<file path="config.mk">
export PLATFORM = sky130hd
export DESIGN_NAME = deleg_trap_unit
export DESIGN_NICKNAME = d
export VERILOG_FILES = /design/src/rtl/strap_pkg.sv /design/src/rtl/deleg_decide.sv /design/src/rtl/scsr_file.sv /design/src/rtl/tvec_target.sv /design/src/rtl/deleg_trap_unit.sv
export SDC_FILE = /design/constraint.sdc
export NUM_CORES = 1
export LEC_CHECK = 0
export BUFFER_PORTS_ARGS = -buffer_cell sky130_fd_sc_hd__buf_2
export CORE_UTILIZATION = 55
export CTS_BUF_LIST = sky130_fd_sc_hd__clkbuf_8
export DETAILED_ROUTE_END_ITERATION = 10
export PLACE_DENSITY = 0.8
export SYNTH_ARGS = -nofsm -noshare
export SYNTH_HDL_FRONTEND = slang
export SYNTH_SLANG_ARGS = --single-unit
</file>
<file path="constraint.sdc">
create_clock -name clk -period 2.85 [get_ports clk]
set_input_delay 0.285 -clock clk [delete_from_list [all_inputs] [get_ports clk]]
set_output_delay 0.285 -clock clk [all_outputs]
set_load 0.03 [all_outputs]
</file>
<file path="src/rtl/strap_pkg.sv">
// Package: shared constants and types for the supervisor trap delegation unit.
// Assumes privilege encoding 0 = user, 1 = supervisor, 3 = machine.
package strap_pkg;
    typedef enum logic [2:0] {
        SEL_EDELEG  = 3'd0,
        SEL_IDELEG  = 3'd1,
        SEL_SSTATUS = 3'd2,
        SEL_SIE     = 3'd3,
        SEL_STVEC   = 3'd4,
        SEL_SEPC    = 3'd5,
        SEL_SCAUSE  = 3'd6,
        SEL_STVAL   = 3'd7
    } csr_sel_e;

    localparam logic [1:0] PRIV_U = 2'd0;
    localparam logic [1:0] PRIV_S = 2'd1;
    localparam logic [1:0] PRIV_M = 2'd3;

    // status bit positions (software visible)
    localparam int ST_SIE  = 1;
    localparam int ST_SPIE = 5;
    localparam int ST_SPP  = 8;

    // interrupt-enable bit positions (software, timer, external)
    localparam int IE_SW  = 1;
    localparam int IE_TMR = 5;
    localparam int IE_EXT = 9;

    // environment call from machine level can never be delegated
    localparam int ECALL_M_CODE = 11;

    typedef struct packed {
        logic sie;
        logic spie;
        logic spp;
    } sstat_t;
endpackage

</file>
<file path="src/rtl/deleg_decide.sv">
// Module: deleg_decide
// Purely combinational routing decision. A trap goes to supervisor level
// when the matching mask bit is set and the hart is not in machine level.
// Assumes NCAUSE is a power of two so every code indexes a mask bit.
module deleg_decide #(
    parameter int NCAUSE = 16,
    localparam int CODE_W = $clog2(NCAUSE)
) (
    input  logic              trap_req,
    input  logic              trap_irq,
    input  logic [CODE_W-1:0] trap_code,
    input  logic [1:0]        cur_priv,
    input  logic [NCAUSE-1:0] edeleg,
    input  logic [NCAUSE-1:0] ideleg,
    output logic              s_entry,
    output logic              m_entry
);
    import strap_pkg::*;

    logic mask_hit;
    logic from_m;

    // pick the mask bit for this cause and apply the machine-level override
    always_comb begin
        mask_hit = trap_irq ? ideleg[trap_code] : edeleg[trap_code];
        from_m   = (cur_priv == PRIV_M);
        s_entry  = trap_req && mask_hit && !from_m;
        m_entry  = trap_req && !(mask_hit && !from_m);
    end
endmodule

</file>
<file path="src/rtl/scsr_file.sv">
// Module: scsr_file
// Holds the delegation masks and supervisor trap registers, and applies
// supervisor entry, supervisor return and CSR writes. Priority on any
// register: trap entry, then return, then CSR write.
// Assumes s_entry and sret_go are never both high (the top guarantees it).
module scsr_file #(
    parameter int  XLEN   = 32,
    parameter int  NCAUSE = 16,
    parameter bit  VEC_EN = 1'b1,
    localparam int CODE_W = $clog2(NCAUSE)
) (
    input  logic              clk,
    input  logic              rst_n,
    input  logic              csr_we,
    input  logic [2:0]        csr_sel,
    input  logic [XLEN-1:0]   csr_wdata,
    output logic [XLEN-1:0]   csr_rdata,
    input  logic              s_entry,
    input  logic              sret_go,
    input  logic              trap_irq,
    input  logic [CODE_W-1:0] trap_code,
    input  logic [XLEN-1:0]   trap_pc,
    input  logic [XLEN-1:0]   trap_tval,
    input  logic [1:0]        cur_priv,
    output logic [NCAUSE-1:0] edeleg_q,
    output logic [NCAUSE-1:0] ideleg_q,
    output logic [XLEN-3:0]   tvec_base,
    output logic              tvec_mode,
    output logic [XLEN-1:0]   sepc_q,
    output strap_pkg::sstat_t sstat_q
);
    import strap_pkg::*;

    localparam logic [NCAUSE-1:0] EDELEG_WMASK =
        ~({{(NCAUSE-1){1'b0}}, 1'b1} << ECALL_M_CODE);
    localparam int PAD_W = XLEN - 1 - CODE_W;

    csr_sel_e          sel;
    logic [2:0]        sie_q;
    logic [XLEN-1:0]   scause_q;
    logic [XLEN-1:0]   stval_q;

    assign sel = csr_sel_e'(csr_sel);

    // delegation masks: software writes only, machine ecall bit stays zero
    always_ff @(posedge clk) begin
        if (!rst_n) begin
            edeleg_q <= '0;
            ideleg_q <= '0;
        end else if (csr_we) begin
            if (sel == SEL_EDELEG) edeleg_q <= csr_wdata[NCAUSE-1:0] & EDELEG_WMASK;
            if (sel == SEL_IDELEG) ideleg_q <= csr_wdata[NCAUSE-1:0];
        end
    end

    // status bits: entry stacks SIE, return unstacks it, else CSR write
    always_ff @(posedge clk) begin
        if (!rst_n) begin
            sstat_q <= '0;
        end else if (s_entry) begin
            sstat_q.spie <= sstat_q.sie;
            sstat_q.sie  <= 1'b0;
            sstat_q.spp  <= (cur_priv == PRIV_S);
        end else if (sret_go) begin
            sstat_q.sie  <= sstat_q.spie;
            sstat_q.spie <= 1'b1;
            sstat_q.spp  <= 1'b0;
        end else if (csr_we && sel == SEL_SSTATUS) begin
            sstat_q.sie  <= csr_wdata[ST_SIE];
            sstat_q.spie <= csr_wdata[ST_SPIE];
            sstat_q.spp  <= csr_wdata[ST_SPP];
        end
    end

    // interrupt enables and handler base: CSR writes only
    always_ff @(posedge clk) begin
        if (!rst_n) begin
            sie_q     <= '0;
            tvec_base <= '0;
        end else if (csr_we) begin
            if (sel == SEL_SIE)
                sie_q <= {csr_wdata[IE_EXT], csr_wdata[IE_TMR], csr_wdata[IE_SW]};
            if (sel == SEL_STVEC)
                tvec_base <= csr_wdata[XLEN-1:2];
        end
    end

    // handler mode bit exists only when per-cause vectoring is built in
    generate
        if (VEC_EN) begin : g_vec
            always_ff @(posedge clk) begin
                if (!rst_n)
                    tvec_mode <= 1'b0;
                else if (csr_we && sel == SEL_STVEC)
                    tvec_mode <= csr_wdata[0];
            end
        end else begin : g_novec
            assign tvec_mode = 1'b0;
        end
    endgenerate

    // trap record registers: entry has priority over CSR writes
    always_ff @(posedge clk) begin
        if (!rst_n) begin
            sepc_q   <= '0;
            scause_q <= '0;
            stval_q  <= '0;
        end else if (s_entry) begin
            sepc_q   <= trap_pc;
            scause_q <= {trap_irq, {PAD_W{1'b0}}, trap_code};
            stval_q  <= trap_tval;
        end else if (csr_we) begin
            if (sel == SEL_SEPC)   sepc_q   <= {csr_wdata[XLEN-1:1], 1'b0};
            if (sel == SEL_SCAUSE) scause_q <= csr_wdata;
            if (sel == SEL_STVAL)  stval_q  <= csr_wdata;
        end
    end

    // read mux
    always_comb begin
        csr_rdata = '0;
        case (sel)
            SEL_EDELEG:  csr_rdata[NCAUSE-1:0] = edeleg_q;
            SEL_IDELEG:  csr_rdata[NCAUSE-1:0] = ideleg_q;
            SEL_SSTATUS: begin
                csr_rdata[ST_SIE]  = sstat_q.sie;
                csr_rdata[ST_SPIE] = sstat_q.spie;
                csr_rdata[ST_SPP]  = sstat_q.spp;
            end
            SEL_SIE: begin
                csr_rdata[IE_SW]  = sie_q[0];
                csr_rdata[IE_TMR] = sie_q[1];
                csr_rdata[IE_EXT] = sie_q[2];
            end
            SEL_STVEC:   csr_rdata = {tvec_base, 1'b0, tvec_mode};
            SEL_SEPC:    csr_rdata = sepc_q;
            SEL_SCAUSE:  csr_rdata = scause_q;
            SEL_STVAL:   csr_rdata = stval_q;
            default:     csr_rdata = '0;
        endcase
    end
endmodule

</file>
<file path="src/rtl/tvec_target.sv">
// Module: tvec_target
// Computes the fetch redirect: handler entry on a delegated trap (with a
// 4-byte-per-cause offset for interrupts in vectored mode), else sepc.
// Assumes the caller qualifies the result with its own valid.
module tvec_target #(
    parameter int  XLEN   = 32,
    parameter int  NCAUSE = 16,
    localparam int CODE_W = $clog2(NCAUSE)
) (
    input  logic              s_entry,
    input  logic              trap_irq,
    input  logic [CODE_W-1:0] trap_code,
    input  logic [XLEN-3:0]   tvec_base,
    input  logic              tvec_mode,
    input  logic [XLEN-1:0]   sepc_q,
    output logic [XLEN-1:0]   redir_pc
);
    logic [XLEN-1:0] entry_pc;
    logic [XLEN-1:0] offset;

    // handler entry point, then choose between entry and return address
    always_comb begin
        offset   = (tvec_mode && trap_irq) ? (XLEN'(trap_code) << 2) : '0;
        entry_pc = {tvec_base, 2'b00} + offset;
        redir_pc = s_entry ? entry_pc : sepc_q;
    end
endmodule

</file>
<file path="src/rtl/deleg_trap_unit.sv">
// Module: deleg_trap_unit (top)
// Routes each trap to machine or supervisor level, performs supervisor
// entry and supervisor return, and exposes its registers on a CSR port.
// Assumes the pipeline only raises sret_req when the return is legal,
// and that trap_pc is instruction aligned.
module deleg_trap_unit #(
    parameter int  XLEN   = 32,
    parameter int  NCAUSE = 16,
    parameter bit  VEC_EN = 1'b1,
    localparam int CODE_W = $clog2(NCAUSE)
) (
    input  logic              clk,
    input  logic              rst_n,
    input  logic              trap_req,
    input  logic              trap_irq,
    input  logic [CODE_W-1:0] trap_code,
    input  logic [XLEN-1:0]   trap_tval,
    input  logic [XLEN-1:0]   trap_pc,
    input  logic [1:0]        cur_priv,
    input  logic              sret_req,
    input  logic              csr_we,
    input  logic [2:0]        csr_sel,
    input  logic [XLEN-1:0]   csr_wdata,
    output logic [XLEN-1:0]   csr_rdata,
    output logic [1:0]        tgt_priv,
    output logic              mtrap_fire,
    output logic              redir_valid,
    output logic [XLEN-1:0]   redir_pc,
    output logic [1:0]        new_priv
);
    import strap_pkg::*;

    logic              s_entry;
    logic              m_entry;
    logic              sret_go;
    logic [NCAUSE-1:0] edeleg_q;
    logic [NCAUSE-1:0] ideleg_q;
    logic [XLEN-3:0]   tvec_base;
    logic              tvec_mode;
    logic [XLEN-1:0]   sepc_q;
    sstat_t            sstat_q;
    logic              sie_b;
    logic              spie_b;
    logic              spp_b;

    // a simultaneous trap wins over the return
    assign sret_go = sret_req && !trap_req;
    assign sie_b   = sstat_q.sie;
    assign spie_b  = sstat_q.spie;
    assign spp_b   = sstat_q.spp;

    deleg_decide #(.NCAUSE(NCAUSE)) u_decide (
        .trap_req (trap_req),
        .trap_irq (trap_irq),
        .trap_code(trap_code),
        .cur_priv (cur_priv),
        .edeleg   (edeleg_q),
        .ideleg   (ideleg_q),
        .s_entry  (s_entry),
        .m_entry  (m_entry)
    );

    scsr_file #(.XLEN(XLEN), .NCAUSE(NCAUSE), .VEC_EN(VEC_EN)) u_csr (
        .clk      (clk),
        .rst_n    (rst_n),
        .csr_we   (csr_we),
        .csr_sel  (csr_sel),
        .csr_wdata(csr_wdata),
        .csr_rdata(csr_rdata),
        .s_entry  (s_entry),
        .sret_go  (sret_go),
        .trap_irq (trap_irq),
        .trap_code(trap_code),
        .trap_pc  (trap_pc),
        .trap_tval(trap_tval),
        .cur_priv (cur_priv),
        .edeleg_q (edeleg_q),
        .ideleg_q (ideleg_q),
        .tvec_base(tvec_base),
        .tvec_mode(tvec_mode),
        .sepc_q   (sepc_q),
        .sstat_q  (sstat_q)
    );

    tvec_target #(.XLEN(XLEN), .NCAUSE(NCAUSE)) u_target (
        .s_entry  (s_entry),
        .trap_irq (trap_irq),
        .trap_code(trap_code),
        .tvec_base(tvec_base),
        .tvec_mode(tvec_mode),
        .sepc_q   (sepc_q),
        .redir_pc (redir_pc)
    );

    // outcome signals for the fetch stage and the machine-level unit
    always_comb begin
        mtrap_fire  = m_entry;
        redir_valid = s_entry || sret_go;
        if (trap_req)
            tgt_priv = s_entry ? PRIV_S : PRIV_M;
        else
            tgt_priv = cur_priv;
        if (s_entry)
            new_priv = PRIV_S;
        else if (m_entry)
            new_priv = PRIV_M;
        else if (sret_go)
            new_priv = {1'b0, sstat_q.spp};
        else
            new_priv = cur_priv;
    end
endmodule

</file>
==> flow_summary.html <==
<table>
<tr><th>Metric</th><th>Value</th></tr>
<tr><th colspan="2">Worst setup path</th></tr>
<tr><td>Worst path arrival time</td><td>2750 ps</td></tr>
<tr><td>Endpoint required time on the critical path</td><td>roughly 2600 ps</td></tr>
<tr><td>Crit-path slowest cell</td><td>dfxtp_4</td></tr>
<tr><td>Max stage delay on crit path</td><td>between 300 and 400 ps</td></tr>
<tr><td>CP dominant cell by count</td><td>buf_6</td></tr>
<tr><td>Worst setup SP type</td><td>flop</td></tr>
<tr><td>Worst Setup End Kind</td><td>primary output</td></tr>
<tr><td>Critical Path, Cell by Cell</td><td>and3_4, ha_4, fa_2, a21o_1, a21oi_4, buf_6, nor3b_4, buf_6, nand3_1, xor2_1, o21ai_1, buf_4</td></tr>
<tr><td>CP Class</td><td>reg2out</td></tr>
<tr><td>Maximum net fanout on the critical path</td><td>5</td></tr>
<tr><th colspan="2">Yosys</th></tr>
<tr><td>Post-Syn Instances</td><td>about 1,200</td></tr>
<tr><td>Synth Area in Simple Gates</td><td>0.262</td></tr>
<tr><td>Main combinational cell family by area after synthesis</td><td>simple AND/OR/NAND/NOR gates</td></tr>
<tr><td>Post-Syn Area</td><td>9150 um2</td></tr>
<tr><td>Compound-gate portion of the synthesized area</td><td>0.248</td></tr>
<tr><td>Synth Net Count</td><td>1,270</td></tr>
<tr><td>Dominant cell type by area after synthesis</td><td>dfxtp_1</td></tr>
<tr><td>Sequential fraction of the synthesis area</td><td>0.359</td></tr>
<tr><td>Top area cells in the synthesized netlist</td><td>dfxtp_1 (36%), nand2_1 (12%), nand3_1 (8.2%)</td></tr>
<tr><td>Number of flops mapped to enable cells by yosys</td><td>0</td></tr>
<tr><td>Post-synthesis share of cell area spent on full adders, half adders and majority gates</td><td>0.00766</td></tr>
<tr><td>Dominant synthesized flop cell</td><td>dfxtp_1</td></tr>
<tr><td>Post-Syn Area per Cell</td><td>between 7 and 8 um2</td></tr>
<tr><td>Yosys cell types</td><td>60</td></tr>
<tr><td>Top-area cell type share of the netlist area</td><td>0.359</td></tr>
<tr><td>Xor/xnor cell area share of the yosys netlist</td><td>0.0268</td></tr>
<tr><td>Proportion of synthesized area in mux cells</td><td>0.0375</td></tr>
<tr><td>Yosys reg bits</td><td>between 150 and 200</td></tr>
<tr><td>FFs w/ async S/R, synth</td><td>0</td></tr>
<tr><td>Synthesis warning total</td><td>0</td></tr>
<tr><th colspan="2">Power</th></tr>
<tr><td>Total chip power</td><td>roughly 5.7 mW</td></tr>
<tr><td>Share of power burned in combinational logic</td><td>0.194</td></tr>
<tr><td>Leak pwr</td><td>5.42 nW</td></tr>
<tr><td>Power density normalized to cell area</td><td>477 nW/um2</td></tr>
<tr><td>Share of power burned in the clock network</td><td>0.368</td></tr>
<tr><td>Switching Power</td><td>1.66 mW</td></tr>
<tr><td>Sw Ratio</td><td>0.292</td></tr>
<tr><td>Sequential share of power</td><td>0.437</td></tr>
<tr><td>Worst supply voltage drop on vdd</td><td>around 0.31 mV</td></tr>
<tr><td>P_int</td><td>between 4 and 5 mW</td></tr>
<tr><th colspan="2">Finish</th></tr>
<tr><td>Non-Filler Instances</td><td>roughly 1,600</td></tr>
<tr><td>Proportion of layout cells with a drive suffix above 1</td><td>0.299</td></tr>
<tr><td>Commonest non-fill, non-tap cell in the layout</td><td>nand2_1</td></tr>
<tr><td>Area occupied by multi-input gates</td><td>just under 6000 um2</td></tr>
<tr><td>Most frequent cells in the layout</td><td>nand2_1 (279), dfxtp_1 (154), nand3_1 (148)</td></tr>
<tr><td>Design Area, Final</td><td>11,900 um2</td></tr>
<tr><td>Final Net Count</td><td>1,449</td></tr>
<tr><td>Number of inserted diodes</td><td>0</td></tr>
<tr><td>Layout filler cell count</td><td>1,135</td></tr>
<tr><td>Area overhead of the layout relative to synthesis</td><td>30.3%</td></tr>
<tr><td>Reg area</td><td>about 3300 um2</td></tr>
<tr><th colspan="2">Clocking</th></tr>
<tr><td>TritonCTS clock tree</td><td>yes</td></tr>
<tr><td>Sink Count</td><td>about 160</td></tr>
<tr><td>Buffer levels on the longest clock path</td><td>2</td></tr>
<tr><td>Worst-skew pair later-pin latency</td><td>490 ps</td></tr>
<tr><td>Deepest level of the CTS H-tree</td><td>4</td></tr>
<tr><td>CTS Root Buffer Type</td><td>clkbuf_8</td></tr>
<tr><td>Number of CTS-inserted buffers</td><td>17</td></tr>
<tr><td>Cts-stage hold buffer count</td><td>0</td></tr>
<tr><td>Clock slew at reported path FFs</td><td>around 110 ps</td></tr>
<tr><th colspan="2">Routing</th></tr>
<tr><td>Number of iterations in the first detailed-routing pass</td><td>5</td></tr>
<tr><td>Final wirelength</td><td>33.5 mm</td></tr>
<tr><td>Routed via count divided by cell count</td><td>around 6.5</td></tr>
<tr><td>Number of nets with antenna violations after detailed routing</td><td>0</td></tr>
<tr><td>Number of violations reported at the end of detailed-routing iteration 0</td><td>~1,300</td></tr>
<tr><td>Total vias in the final route</td><td>10,125</td></tr>
<tr><td>Drt wl/cell</td><td>between 20 and 25 um</td></tr>
<tr><td>DRC Markers</td><td>0</td></tr>
<tr><th colspan="2">STA</th></tr>
<tr><td>Final total negative setup slack</td><td>-2270 ps</td></tr>
<tr><td>Pins Over Slew Limit</td><td>0</td></tr>
<tr><td>Setup Skew</td><td>25.0 ps</td></tr>
<tr><td>Final Hold Viols</td><td>0</td></tr>
<tr><td>Unrepaired setup endpoints after global routing</td><td>yes</td></tr>
<tr><td>Post-route clock period utilization</td><td>1.06</td></tr>
<tr><td>Slew headroom</td><td>0.518</td></tr>
<tr><td>Final Setup Violations</td><td>30</td></tr>
<tr><td>Worst Max-Slew Pin Slew</td><td>~720 ps</td></tr>
<tr><td>Fmax</td><td>0.330 GHz</td></tr>
<tr><td>Final Worst Setup Slack</td><td>-185 ps</td></tr>
<tr><td>Minimum period implied by the final worst setup slack</td><td>around 3000 ps</td></tr>
<tr><th colspan="2">Floorplan</th></tr>
<tr><td>Die area</td><td>17,100 um2</td></tr>
<tr><td>Ports placed on the boundary</td><td>181</td></tr>
<tr><td>Chip width</td><td>131 um</td></tr>
<tr><td>Core outline area</td><td>16,100 um2</td></tr>
<tr><td>Height of the die</td><td>131 um</td></tr>
<tr><td>Number of cell rows</td><td>46</td></tr>
<tr><td>Starting density of the core</td><td>0.570</td></tr>
<tr><th colspan="2">Global route</th></tr>
<tr><td>GR Util met2</td><td>0.577</td></tr>
<tr><td>Number of antenna violations at the first check in global routing</td><td>0</td></tr>
<tr><td>Gr busiest metal</td><td>met2</td></tr>
<tr><td>Vias in the first global route</td><td>about 9,000</td></tr>
<tr><td>Wire length of the first global-routing pass</td><td>about 46 mm</td></tr>
<tr><td>Global routing met1 resource utilization</td><td>0.446</td></tr>
<tr><td>Total grt overflow</td><td>0</td></tr>
<tr><td>GR Util met3</td><td>0.0668</td></tr>
<tr><td>Total routing usage reported by global routing</td><td>0.354</td></tr>
<tr><td>Maximum number of pins on one net before global-route repair</td><td>62</td></tr>
<tr><th colspan="2">Flow run</th></tr>
<tr><td>Count of maximum capacitance violations</td><td>0</td></tr>
<tr><th colspan="2">Placed design</th></tr>
<tr><td>Count of placed standard cells including taps</td><td>1,496</td></tr>
<tr><td>Last weighted congestion value of the routability-driven placer</td><td>0.910</td></tr>
<tr><td>Count of buffers from port buffering</td><td>180</td></tr>
<tr><td>Detailed Place HPWL</td><td>20.2 mm</td></tr>
<tr><td>Post-placement cell area</td><td>10,300 um2</td></tr>
<tr><th colspan="2">Status</th></tr>
<tr><td>Failing checks</td><td>setup timing</td></tr>
<tr><td>Outcome</td><td>complete, but fails checks</td></tr>
<tr><th colspan="2">Min path</th></tr>
<tr><td>Hold Crit Class</td><td>in2reg</td></tr>
</table>
critical path: cells and delay by family (launching register included):
kind | cells | cell delay, ps
xor gates and xnor gates | 1 | 170
adders and majority gates | 2 | 520
and+or+nand+nor | 3 | 300
DFF | 1 | 380
buffers and inverters | 3 | 440
AOI/OAI and AO/OA | 3 | 470
kinds of logic after synthesis:
kind of cell,Yosys count
compound gates,288
simple gates,527
fa+ha+maj,5
flops,164
xor+xnor,28
mux,28
buf+inv,114
power by group through the flow:
stage	Combinational [mW]	Clock, mW	Sequential, mW
CTS	0.921	2.08	2.47
global placement	0.892	0	2.52
floorplan	0.600	0	2.50
finish	1.11	2.09	2.49
detailed placement	0.905	0	2.53
global route	1.17	2.18	2.50
worst paths after layout:
kind                            slack [ps]                  to               start  cells after the start
worst max-delay path                  -180        redir_pc[28]     u_csr.tvec_mode                     12
worst min-delay path                    30    u_csr.sepc_q[11]         trap_pc[11]                      2
worst max register to register         220  u_csr.scause_q[24]   u_csr.ideleg_q[3]                     10
worst min register to register         450  u_csr.scause_q[11]  u_csr.scause_q[11]                      2
metrics by stage:
stage,hold slack (ps),worst slack [ps],utilization
CTS,34.4,-51.0,0.683
floorplan,421,2.28,-
detailed placement,444,-18.4,0.642
global placement,439,13.4,0.642
finish,30.7,-185,0.742
global route,35.1,-284,0.742
cell usage after synthesis (all sizes together) (18+ instances only):
library cell	n
xor2	23
a22oi	36
nand2	298
a21oi	34
o21ai	31
buf	32
a21boi	63
a22o	18
dfxtp	164
clkbuf	76
nand3	159
o211a	69
layer usage:
metal,part of all wire,vias to the layer above
met4,0.051,0
met1,0.38,4769
met2,0.47,745
li1,-,4454
met5,0,-
met3,0.11,157
repair_timing:
action	in CTS	in global routing
gates resized for setup	36	170
setup buffers	5	21
setup endpoints to repair	29	35
pin swaps	11	24
gates cloned	0	9
registers in the layout (all words and copies together), names as in the netlist:
name and flops:
u_csr.scause_q 32, u_csr.sepc_q 32, u_csr.stval_q 32, u_csr.tvec_base 30, u_csr.ideleg_q 16, u_csr.edeleg_q 15, u_csr.sie_q 3, u_csr.sstat_q 3
u_csr.tvec_mode 1
layout make-up:
class	instances	area share
multi-input combinational	876	0.485
timing repair buffer	268	0.172
tap	216	0.0227
inverter	6	0.00189
clock inverter	13	0.0192
clock buffer	19	0.0219
sequential	164	0.277
Note: power is estimated with default switching activity, not from simulation.
